### src/rtl/flash_cmd_pkg.sv
package flash_cmd_pkg;

    typedef enum logic [2:0] {
        ST_READ,
        ST_UNL1,
        ST_UNL2,
        ST_PGM_DATA,
        ST_ERS_SETUP,
        ST_ERS_UNL1,
        ST_ERS_UNL2
    } seq_state_e;

    localparam int unsigned CMD_BYTE_W = 8;
    localparam int unsigned KEY_AW     = 11;

    localparam logic [CMD_BYTE_W-1:0] CMD_KEY_A   = 8'hAA;
    localparam logic [CMD_BYTE_W-1:0] CMD_KEY_B   = 8'h55;
    localparam logic [CMD_BYTE_W-1:0] CMD_PROGRAM = 8'hA0;
    localparam logic [CMD_BYTE_W-1:0] CMD_ERS_SET = 8'h80;
    localparam logic [CMD_BYTE_W-1:0] CMD_ERS_ALL = 8'h10;
    localparam logic [CMD_BYTE_W-1:0] CMD_TO_READ = 8'hF0;

    localparam logic [KEY_AW-1:0] KEY_ADDR_A = 11'h555;
    localparam logic [KEY_AW-1:0] KEY_ADDR_B = 11'h2AA;

endpackage

### src/rtl/flash_bus_framer.sv
module flash_bus_framer #(
    parameter int unsigned ADDR_W = 20,
    parameter int unsigned DATA_W = 16
) (
    input  logic              clk,
    input  logic              rst_n,
    input  logic              ce_n,
    input  logic              we_n,
    input  logic [ADDR_W-1:0] addr,
    input  logic [DATA_W-1:0] data_in,
    output logic              wr_stb,
    output logic [ADDR_W-1:0] wr_addr,
    output logic [DATA_W-1:0] wr_data
);

    typedef struct packed {
        logic              act;
        logic [ADDR_W-1:0] addr_lat;
        logic [DATA_W-1:0] data_lat;
        logic              stb;
        logic [ADDR_W-1:0] stb_addr;
        logic [DATA_W-1:0] stb_data;
    } frm_t;

    frm_t frm_d, frm_q;
    logic act_now;

    always_comb begin
        act_now = !ce_n && !we_n;
        frm_d = frm_q;
        frm_d.act = act_now;
        frm_d.stb = 1'b0;
        // later of the two falling enables opens the write
        if (act_now && !frm_q.act) begin
            frm_d.addr_lat = addr;
        end
        // keep the newest data until the first enable rises
        if (act_now) begin
            frm_d.data_lat = data_in;
        end
        if (!act_now && frm_q.act) begin
            frm_d.stb      = 1'b1;
            frm_d.stb_addr = frm_q.addr_lat;
            frm_d.stb_data = frm_q.data_lat;
        end
    end

    always_ff @(posedge clk) begin
        if (!rst_n) begin
            frm_q <= '0;
        end else begin
            frm_q <= frm_d;
        end
    end

    assign wr_stb  = frm_q.stb;
    assign wr_addr = frm_q.stb_addr;
    assign wr_data = frm_q.stb_data;

endmodule

### src/rtl/flash_seq_fsm.sv
module flash_seq_fsm
    import flash_cmd_pkg::*;
#(
    parameter int unsigned ADDR_W = 20,
    parameter int unsigned DATA_W = 16,
    parameter int unsigned CMD_AW = 11
) (
    input  logic              clk,
    input  logic              rst_n,
    input  logic              wr_stb,
    input  logic [ADDR_W-1:0] wr_addr,
    input  logic [DATA_W-1:0] wr_data,
    input  logic              busy,
    output logic              prog_req,
    output logic [ADDR_W-1:0] prog_addr,
    output logic [DATA_W-1:0] prog_data,
    output logic              erase_req
);

    localparam logic [CMD_AW-1:0] ADR_A = CMD_AW'(KEY_ADDR_A);
    localparam logic [CMD_AW-1:0] ADR_B = CMD_AW'(KEY_ADDR_B);

    typedef struct packed {
        seq_state_e        st;
        logic              preq;
        logic [ADDR_W-1:0] paddr;
        logic [DATA_W-1:0] pdata;
        logic              ereq;
    } seq_t;

    seq_t seq_d, seq_q;
    logic [CMD_BYTE_W-1:0] cmd;
    logic [CMD_AW-1:0]     key;
    logic at_a, at_b;

    always_comb begin
        cmd  = wr_data[CMD_BYTE_W-1:0];
        key  = wr_addr[CMD_AW-1:0];
        at_a = (key == ADR_A);
        at_b = (key == ADR_B);
        seq_d = seq_q;
        seq_d.preq = 1'b0;
        seq_d.ereq = 1'b0;
        if (wr_stb && !busy) begin
            if (seq_q.st == ST_PGM_DATA) begin
                seq_d.preq  = 1'b1;
                seq_d.paddr = wr_addr;
                seq_d.pdata = wr_data;
                seq_d.st    = ST_READ;
            end else if (cmd == CMD_TO_READ) begin
                seq_d.st = ST_READ;
            end else begin
                seq_d.st = ST_READ;
                unique case (seq_q.st)
                    ST_READ:
                        if (at_a && cmd == CMD_KEY_A) seq_d.st = ST_UNL1;
                    ST_UNL1:
                        if (at_b && cmd == CMD_KEY_B) seq_d.st = ST_UNL2;
                    ST_UNL2: begin
                        if (at_a && cmd == CMD_PROGRAM) seq_d.st = ST_PGM_DATA;
                        if (at_a && cmd == CMD_ERS_SET) seq_d.st = ST_ERS_SETUP;
                    end
                    ST_ERS_SETUP:
                        if (at_a && cmd == CMD_KEY_A) seq_d.st = ST_ERS_UNL1;
                    ST_ERS_UNL1:
                        if (at_b && cmd == CMD_KEY_B) seq_d.st = ST_ERS_UNL2;
                    ST_ERS_UNL2:
                        if (at_a && cmd == CMD_ERS_ALL) seq_d.ereq = 1'b1;
                    default: seq_d.st = ST_READ;
                endcase
            end
        end
    end

    always_ff @(posedge clk) begin
        if (!rst_n) begin
            seq_q <= '{st: ST_READ, preq: 1'b0, paddr: '0, pdata: '0, ereq: 1'b0};
        end else begin
            seq_q <= seq_d;
        end
    end

    assign prog_req  = seq_q.preq;
    assign prog_addr = seq_q.paddr;
    assign prog_data = seq_q.pdata;
    assign erase_req = seq_q.ereq;

endmodule

### src/rtl/flash_cmd_decoder.sv
module flash_cmd_decoder #(
    parameter int unsigned ADDR_W = 20,
    parameter int unsigned DATA_W = 16,
    parameter int unsigned CMD_AW = 11
) (
    input  logic              clk,
    input  logic              rst_n,
    input  logic              ce_n,
    input  logic              we_n,
    input  logic [ADDR_W-1:0] addr,
    input  logic [DATA_W-1:0] data_in,
    input  logic              busy,
    output logic              prog_req,
    output logic [ADDR_W-1:0] prog_addr,
    output logic [DATA_W-1:0] prog_data,
    output logic              erase_req
);

    logic              wr_stb;
    logic [ADDR_W-1:0] wr_addr;
    logic [DATA_W-1:0] wr_data;

    flash_bus_framer #(
        .ADDR_W(ADDR_W),
        .DATA_W(DATA_W)
    ) u_framer (
        .clk     (clk),
        .rst_n   (rst_n),
        .ce_n    (ce_n),
        .we_n    (we_n),
        .addr    (addr),
        .data_in (data_in),
        .wr_stb  (wr_stb),
        .wr_addr (wr_addr),
        .wr_data (wr_data)
    );

    flash_seq_fsm #(
        .ADDR_W(ADDR_W),
        .DATA_W(DATA_W),
        .CMD_AW(CMD_AW)
    ) u_seq (
        .clk       (clk),
        .rst_n     (rst_n),
        .wr_stb    (wr_stb),
        .wr_addr   (wr_addr),
        .wr_data   (wr_data),
        .busy      (busy),
        .prog_req  (prog_req),
        .prog_addr (prog_addr),
        .prog_data (prog_data),
        .erase_req (erase_req)
    );

endmodule

### config.mk
export PLATFORM = sky130hd
export DESIGN_NAME = flash_cmd_decoder
export DESIGN_NICKNAME = d
export VERILOG_FILES = /design/src/rtl/flash_cmd_pkg.sv /design/src/rtl/flash_bus_framer.sv /design/src/rtl/flash_seq_fsm.sv /design/src/rtl/flash_cmd_decoder.sv
export SDC_FILE = /design/constraint.sdc
export NUM_CORES = 1
export LEC_CHECK = 0
export BUFFER_PORTS_ARGS = -buffer_cell sky130_fd_sc_hd__buf_2
export CORE_ASPECT_RATIO = 0.9
export CORE_MARGIN = 2
export CORE_UTILIZATION = 37
export DETAILED_ROUTE_END_ITERATION = 10
export GPL_ROUTABILITY_DRIVEN = 0
export GPL_TIMING_DRIVEN = 0
export HOLD_SLACK_MARGIN = 0.02
export SLEW_MARGIN = 15
export SYNTH_ARGS = -nofsm -noshare
export SYNTH_HDL_FRONTEND = slang
export SYNTH_SLANG_ARGS = --single-unit
### constraint.sdc
create_clock -name clk -period 1.9 [get_ports clk]
set_clock_uncertainty 0.15 [all_clocks]
set_input_delay 0.095 -clock clk [delete_from_list [all_inputs] [get_ports clk]]
set_output_delay 0.095 -clock clk [all_outputs]
set_load 0.05 [all_outputs]
Yosys cells after proc, flatten, opt, wreduce, memory -nomap -nowiden:

Cells that the tools add are included.

* input bits: 41
* bits in registers: 115

* reductions and logical operators: 18
* muxes and demuxes: 12
* bitwise operators: 3
* equality and inequality tests: 14

Operator list (number)
* 37-bit two-way mux: 2
* 8-bit == test, second input constant: 4
* 3-bit two-way mux: 5
* 3-bit one-hot mux with 5 select lines: 1
* 11-bit by 10-bit == test with 1-bit output, second input constant: 1
* 11-bit == test, second input constant: 1
* 3-bit == test, second input constant: 3
* 1-bit logical AND: 9
* 8-bit by 5-bit == test with 1-bit output, second input constant: 1
* 8-bit by 7-bit == test with 1-bit output, second input constant: 1
* 3-bit by 2-bit == test with 1-bit output, second input constant: 2
* 1-bit logical NOT: 5
* 5-bit OR reduction: 1
* 2-bit two-way mux: 2
* 2-bit AND reduction: 2
* 3-bit by 1-bit == test with 1-bit output, second input constant: 1
* 3-bit logical NOT: 1
* 1-bit inverter: 3
* 1-bit two-way mux: 2

Depth between registers and ports, before layout:

* word-level depth: 7
* gate-level depth with buffers: 6
* depth with buffers taken out: 5

Hierarchy:

Synthesis repeated with hierarchy kept, for this count alone.

* cells, all modules: 573
* area total of the unflattened synthesis: 5091.1 um2

By module, submodules not included
* flash_bus_framer: cells each 334, area each 3108.0 um2, instances 1
* flash_seq_fsm: cells each 239, area each 1983.2 um2, instances 1

Least setup slack after synthesis:

Ideal clock, no wire load.

* path type: flip-flop to flip-flop
* start point: reg u_seq.seq_q[40] (netlist bit)
* end point: reg u_seq.seq_q, in the netlist u_seq.prog_data[0]
* setup slack: 0.485 ns
* clock period less this slack: 1.415 ns
* cell stages (with the launch flop): 7
* path buffers: 2
* library setup time: 0.132 ns
* required time: 1.618 ns
* arrival time: 1.133 ns
* cell sequence: dfxtp_1 -> and2b_1 -> and3_1 -> buf_4 -> buf_4 -> nand2_1 -> a21oi_1

* longest elaborated chain between the ends: 2

Ends and longest elaborated chain
* start: declaration: RTL line flash_seq_fsm.sv:31 `seq_t seq_d, seq_q;`
* start signal: assignment: RTL line flash_seq_fsm.sv:77 `seq_q <= '{st: ST_READ, preq: 1'b0, paddr: '0, pdata: '0, ereq: 1'b0};`
* start signal: assignment: RTL line flash_seq_fsm.sv:79 `seq_q <= seq_d;`
* 3-bit by 2-bit == test with 1-bit output: RTL line flash_seq_fsm.sv:45 `if (seq_q.st == ST_PGM_DATA) begin`
* 2-bit AND reduction (no line)

No other way between the ends.
A chain may end at the register's enable or synchronous reset.

Final worst setup path:

* start point: reg u_framer.frm_q, in the netlist u_framer.wr_data[0]
* end point: reg u_seq.seq_q[40] (netlist bit)

* longest elaborated chain between the ends: 6

Ends and longest elaborated chain
* start: declaration: RTL line flash_bus_framer.sv:25 `frm_t frm_d, frm_q;`
* start signal: assignment: RTL line flash_bus_framer.sv:52 `frm_q <= frm_d;`
* 8-bit by 7-bit == test with 1-bit output (tied with other cells): RTL line flash_seq_fsm.sv:66 `if (at_b && cmd == CMD_KEY_B) seq_d.st = ST_ERS_UNL2;`
* 1-bit logical AND, on equally long branches: RTL line flash_seq_fsm.sv:66, flash_seq_fsm.sv:61, flash_seq_fsm.sv:64
* 3-bit two-way mux, on equally long branches: RTL line flash_seq_fsm.sv:66, flash_seq_fsm.sv:61, flash_seq_fsm.sv:64
* 3-bit one-hot mux with 5 select lines: RTL line flash_seq_fsm.sv:54 `unique case (seq_q.st)`
* 3-bit two-way mux (*): RTL line flash_seq_fsm.sv:50 `end else if (cmd == CMD_TO_READ) begin`
* 3-bit two-way mux (*): RTL line flash_seq_fsm.sv:45

Every way passes the cells marked *; elsewhere a longest branch is shown, timed or not.

==> impl_metrics.prom <==
# TYPE chip_impl_metric gauge
chip_impl_metric{name="synthToLayoutAreaGrowth",unit="%"} 35.00
chip_impl_metric{name="critical_path.max_fanout",unit=""} 5
chip_impl_metric{name="number_of_antenna_cells_inserted",unit=""} 0
chip_impl_metric{name="slowest_delay",unit="ns"} 0.38
chip_impl_metric{name="timing.final.max_slew_violations",unit=""} 0
chip_impl_metric{name="dieArea",unit="sq um"} 13260
chip_impl_metric{name="worstPathArrival",unit="ns"} 1.85
chip_impl_info{name="rsz0062_at_grt",value="no"} 1
chip_impl_metric{name="initial_cell_density_of_the_core",unit=""} 0.3786
chip_impl_metric{name="power.static_leakage",unit="nW"} 2.467
chip_impl_metric{name="post_route_cells_drive_above_1_share",unit=""} 0.2381
chip_impl_metric{name="postRouteWirelength",unit="um"} 11010
chip_impl_metric{name="dp_worst_setup_slack",unit="ns"} 0.2417
chip_impl_info{name="setup.worst_path.class",value="reg2reg"} 1
chip_impl_metric{name="hpwl",unit="um"} 7662
chip_impl_metric{name="core-area",unit="sq um"} 12080
chip_impl_metric{name="synth_enable_flop_cells",unit=""} 0
chip_impl_info{name="timing.critical_path.cells",value="nor4_4, nand4_2, nor4_1, o2111ai_1, o21ai_1"} 1
chip_impl_metric{name="post-cts-setup-buffer-count",unit=""} 0
chip_impl_metric{name="clock_pin_slew_of_the_registers_on_the_worst_case_setup_and_hold_paths",unit="ns"} 0.05
chip_impl_metric{name="post_cts.resized_instances",unit=""} 0
chip_impl_metric{name="netlist_area",unit="sq um"} 4572
chip_impl_metric{name="vias_after_detailed_routing",unit=""} 4045
chip_impl_metric{name="source_to_sink_clock_delay_at_the_later_pin_of_the_worst_skew_pair",unit="ns"} 0.41
chip_impl_metric{name="synth_cell_type_count",unit=""} 37
chip_impl_metric{name="detail_route.first_pass.iterations",unit=""} 4
chip_impl_metric{name="final_worst_setup_slack",unit="ns"} 0.2112
chip_impl_info{name="most_frequent_cells_in_the_layout",value="sky130_fd_sc_hd__nand2_1, sky130_fd_sc_hd__dfxtp_1, sky130_fd_sc_hd__buf_2"} 1
chip_impl_metric{name="hold_viol",unit=""} 0
chip_impl_metric{name="die_w",unit="um"} 121.2
chip_impl_metric{name="fin_crit_sh",unit=""} 0.8888
chip_impl_metric{name="largest_net_degree_at_the_start_of_global_routing",unit=""} 17
chip_impl_metric{name="wl_per_cell",unit="um"} 12.59
chip_impl_metric{name="clock_path_buffers",unit=""} 2
chip_impl_info{name="tritoncts",value="built"} 1
chip_impl_metric{name="drt_iter0_drc",unit=""} 167
chip_impl_metric{name="final_antenna_net_count",unit=""} 0
chip_impl_metric{name="synthesized_netlist_cell_count",unit=""} 561
chip_impl_metric{name="fillCellCount",unit=""} 1192
chip_impl_metric{name="chipHeight",unit="um"} 109.5
chip_impl_metric{name="postSynthAreaPerCell",unit="sq um"} 8.150
chip_impl_metric{name="clock_sinks",unit=""} 115
chip_impl_info{name="critical_path.endpoint_type",value="flop"} 1
chip_impl_info{name="min_path_type",value="in2reg"} 1
chip_impl_metric{name="cts-hold-fix-buffers",unit=""} 44
chip_impl_metric{name="cts-htree-levels",unit=""} 4
chip_impl_info{name="cts_root_buffer",value="sky130_fd_sc_hd__clkbuf_16"} 1
chip_impl_metric{name="gr-total-overflow",unit=""} 0
chip_impl_metric{name="ff2ff_path_depth",unit=""} 5
chip_impl_metric{name="grt_pass1_vias",unit=""} 3887
chip_impl_metric{name="antenna_violations_before_repair",unit=""} 0
chip_impl_metric{name="async_reset_ff_frac",unit=""} 0
chip_impl_metric{name="io_pins",unit=""} 79
chip_impl_metric{name="avgViaCountPerCell",unit=""} 4.628
chip_impl_metric{name="fin_setup_tns",unit="ns"} 0
chip_impl_metric{name="global_route_wire_length_before_repair",unit="um"} 18030
chip_impl_metric{name="cts_made_buffers",unit=""} 17
chip_impl_metric{name="power_per_unit_of_standard_cell_area",unit="nW/um^2"} 937.5
chip_impl_metric{name="final-instance-count-excl-fill",unit=""} 874
chip_impl_metric{name="whs_path_depth",unit=""} 3
chip_impl_metric{name="core.rowCount",unit=""} 38
chip_impl_info{name="run_status",value="finished clean"} 1
chip_impl_metric{name="period_minus_slack",unit="ns"} 1.689
chip_impl_metric{name="flip_flop_and_latch_count_after_synthesis",unit=""} 115
chip_impl_metric{name="maxCapViolations",unit=""} 0
chip_impl_metric{name="slew_headroom",unit=""} 0.6312
chip_impl_info{name="critPathSlowestCell",value="sky130_fd_sc_hd__dfxtp_1"} 1
chip_impl_metric{name="syn-num-nets",unit=""} 602
chip_impl_info{name="layout.cells.most_common",value="sky130_fd_sc_hd__nand2_1"} 1
chip_impl_metric{name="placed_cells_incl_taps",unit=""} 799
chip_impl_info{name="crit_path_start_kind",value="flop"} 1
chip_impl_metric{name="power.ir.vdd_worst",unit="mV"} 0.5314
chip_impl_metric{name="io_buffer_count",unit=""} 78
chip_impl_metric{name="critPathRequiredTime",unit="ns"} 2.07
chip_impl_metric{name="grt.total_usage",unit=""} 0.1744
chip_impl_metric{name="synth.yosys.seq_area_share",unit=""} 0.5036
chip_impl_metric{name="fmax",unit="MHz"} 592.1
chip_impl_metric{name="setup_viol_count_final",unit=""} 0
chip_impl_metric{name="worst_pin_slew",unit="ns"} 0.5532
chip_impl_metric{name="synthesis.yosys.warnings",unit=""} 0
chip_impl_info{name="dominantRegCellSynth",value="sky130_fd_sc_hd__dfxtp_1"} 1
chip_impl_metric{name="net_count_of_the_finished_layout",unit=""} 743
chip_impl_metric{name="drc",unit=""} 0
[worst max-delay path, delay by kind of cell, from the launching register on]
family | cells | cell delay (ns)
AOI/OAI and AO/OA | 2 | 0.23
DFF | 1 | 0.38
and+or+nand+nor | 3 | 0.85
[registers in the layout, summed over array words and instances (netlist names)]
signal / flops
u_framer.wr_stb: 1
u_seq.prog_req: 1
u_framer.wr_data: 16
u_seq.seq_q: 3
u_framer.frm_q: 37
u_seq.erase_req: 1
u_seq.prog_data: 16
u_seq.prog_addr: 20
u_framer.wr_addr: 20
[layout make-up]
cell class | instances | area [sq um] | area share
clock buffer | 21 | 460.4 | 0.07460
inverter | 1 | 3.754 | 0.0006081
multi-input combinational | 375 | 1823 | 0.2954
buffer | 70 | 442.9 | 0.07176
clock inverter | 10 | 108.9 | 0.01764
timing repair buffer | 122 | 830.8 | 0.1346
sequential | 115 | 2302 | 0.3730
tap | 160 | 200.2 | 0.03243
[per-stage QoR]
| stage | power [mW] | hold WS [ns] | cell area, sq um | util |
|---|---|---|---|---|
| after floorplan | 2.652 | 0.07983 | 4572 | - |
| after global placement | 2.744 | 0.1869 | 5162 | 0.4275 |
| after detailed placement | 2.750 | 0.1896 | 5162 | 0.4275 |
| after CTS | 5.831 | 0.09443 | 6172 | 0.5111 |
| after global routing | 5.979 | 0.1497 | 6172 | 0.5111 |
| final | 5.786 | 0.08720 | 6172 | 0.5111 |
[Yosys cell counts (2+ instances only)]
cell type / count / share of area
sky130_fd_sc_hd__a21boi_0: 41 / 0.067
sky130_fd_sc_hd__a21boi_1: 4 / 0.0066
sky130_fd_sc_hd__a21oi_1: 65 / 0.071
sky130_fd_sc_hd__and2_1: 2 / 0.0027
sky130_fd_sc_hd__and2b_1: 2 / 0.0033
sky130_fd_sc_hd__and3_1: 2 / 0.0027
sky130_fd_sc_hd__and4bb_2: 2 / 0.0055
sky130_fd_sc_hd__buf_2: 12 / 0.013
sky130_fd_sc_hd__buf_4: 44 / 0.072
sky130_fd_sc_hd__clkbuf_1: 14 / 0.011
sky130_fd_sc_hd__dfxtp_1: 115 / 0.50
sky130_fd_sc_hd__nand2_1: 220 / 0.18
sky130_fd_sc_hd__nand4_1: 2 / 0.0027
sky130_fd_sc_hd__nor2_1: 8 / 0.0066
sky130_fd_sc_hd__nor3_1: 2 / 0.0022
sky130_fd_sc_hd__nor4_1: 2 / 0.0027
sky130_fd_sc_hd__nor4bb_1: 3 / 0.0066
sky130_fd_sc_hd__o21ai_1: 2 / 0.0022
[per-layer routing]
metal | vias to the layer above | track usage | wire length [um]
met5 | - | 0 | 0
met1 | 1871 | 0.2145 | 5094
li1 | 2080 | - | -
met2 | 85 | 0.3018 | 5339
met4 | 0 | 0.05665 | 137
met3 | 9 | 0.04253 | 433
[logic make-up after synthesis]
| family | count (synthesis) | synth area share |
|---|---|---|
| flops | 115 | 0.5036 |
| compound gates | 117 | 0.1554 |
| simple gates | 258 | 0.2433 |
| buf+inv | 71 | 0.09770 |
[worst paths after layout]
check | from | endpoint | slack (ns)
worst min register to register | u_framer.wr_addr[18] | u_seq.prog_addr[18] | 0.30
worst max register to register | u_framer.wr_data[0] | u_seq.seq_q[40] | 0.21
worst max-delay path | u_framer.wr_data[0] | u_seq.seq_q[40] | 0.21
worst min-delay path | rst_n | u_framer.wr_addr[12] | 0.09
[where the power goes]
group	switching, mW	leakage [nW]	total [mW]	internal [mW]
Clock	1.04	0.278	3.02	1.98
Sequential	0.0249	0.931	2.48	2.46
Combinational	0.143	1.26	0.285	0.142
Total	1.21	2.47	5.79	4.58
No activity file was read; power rests on OpenSTA's default activity.
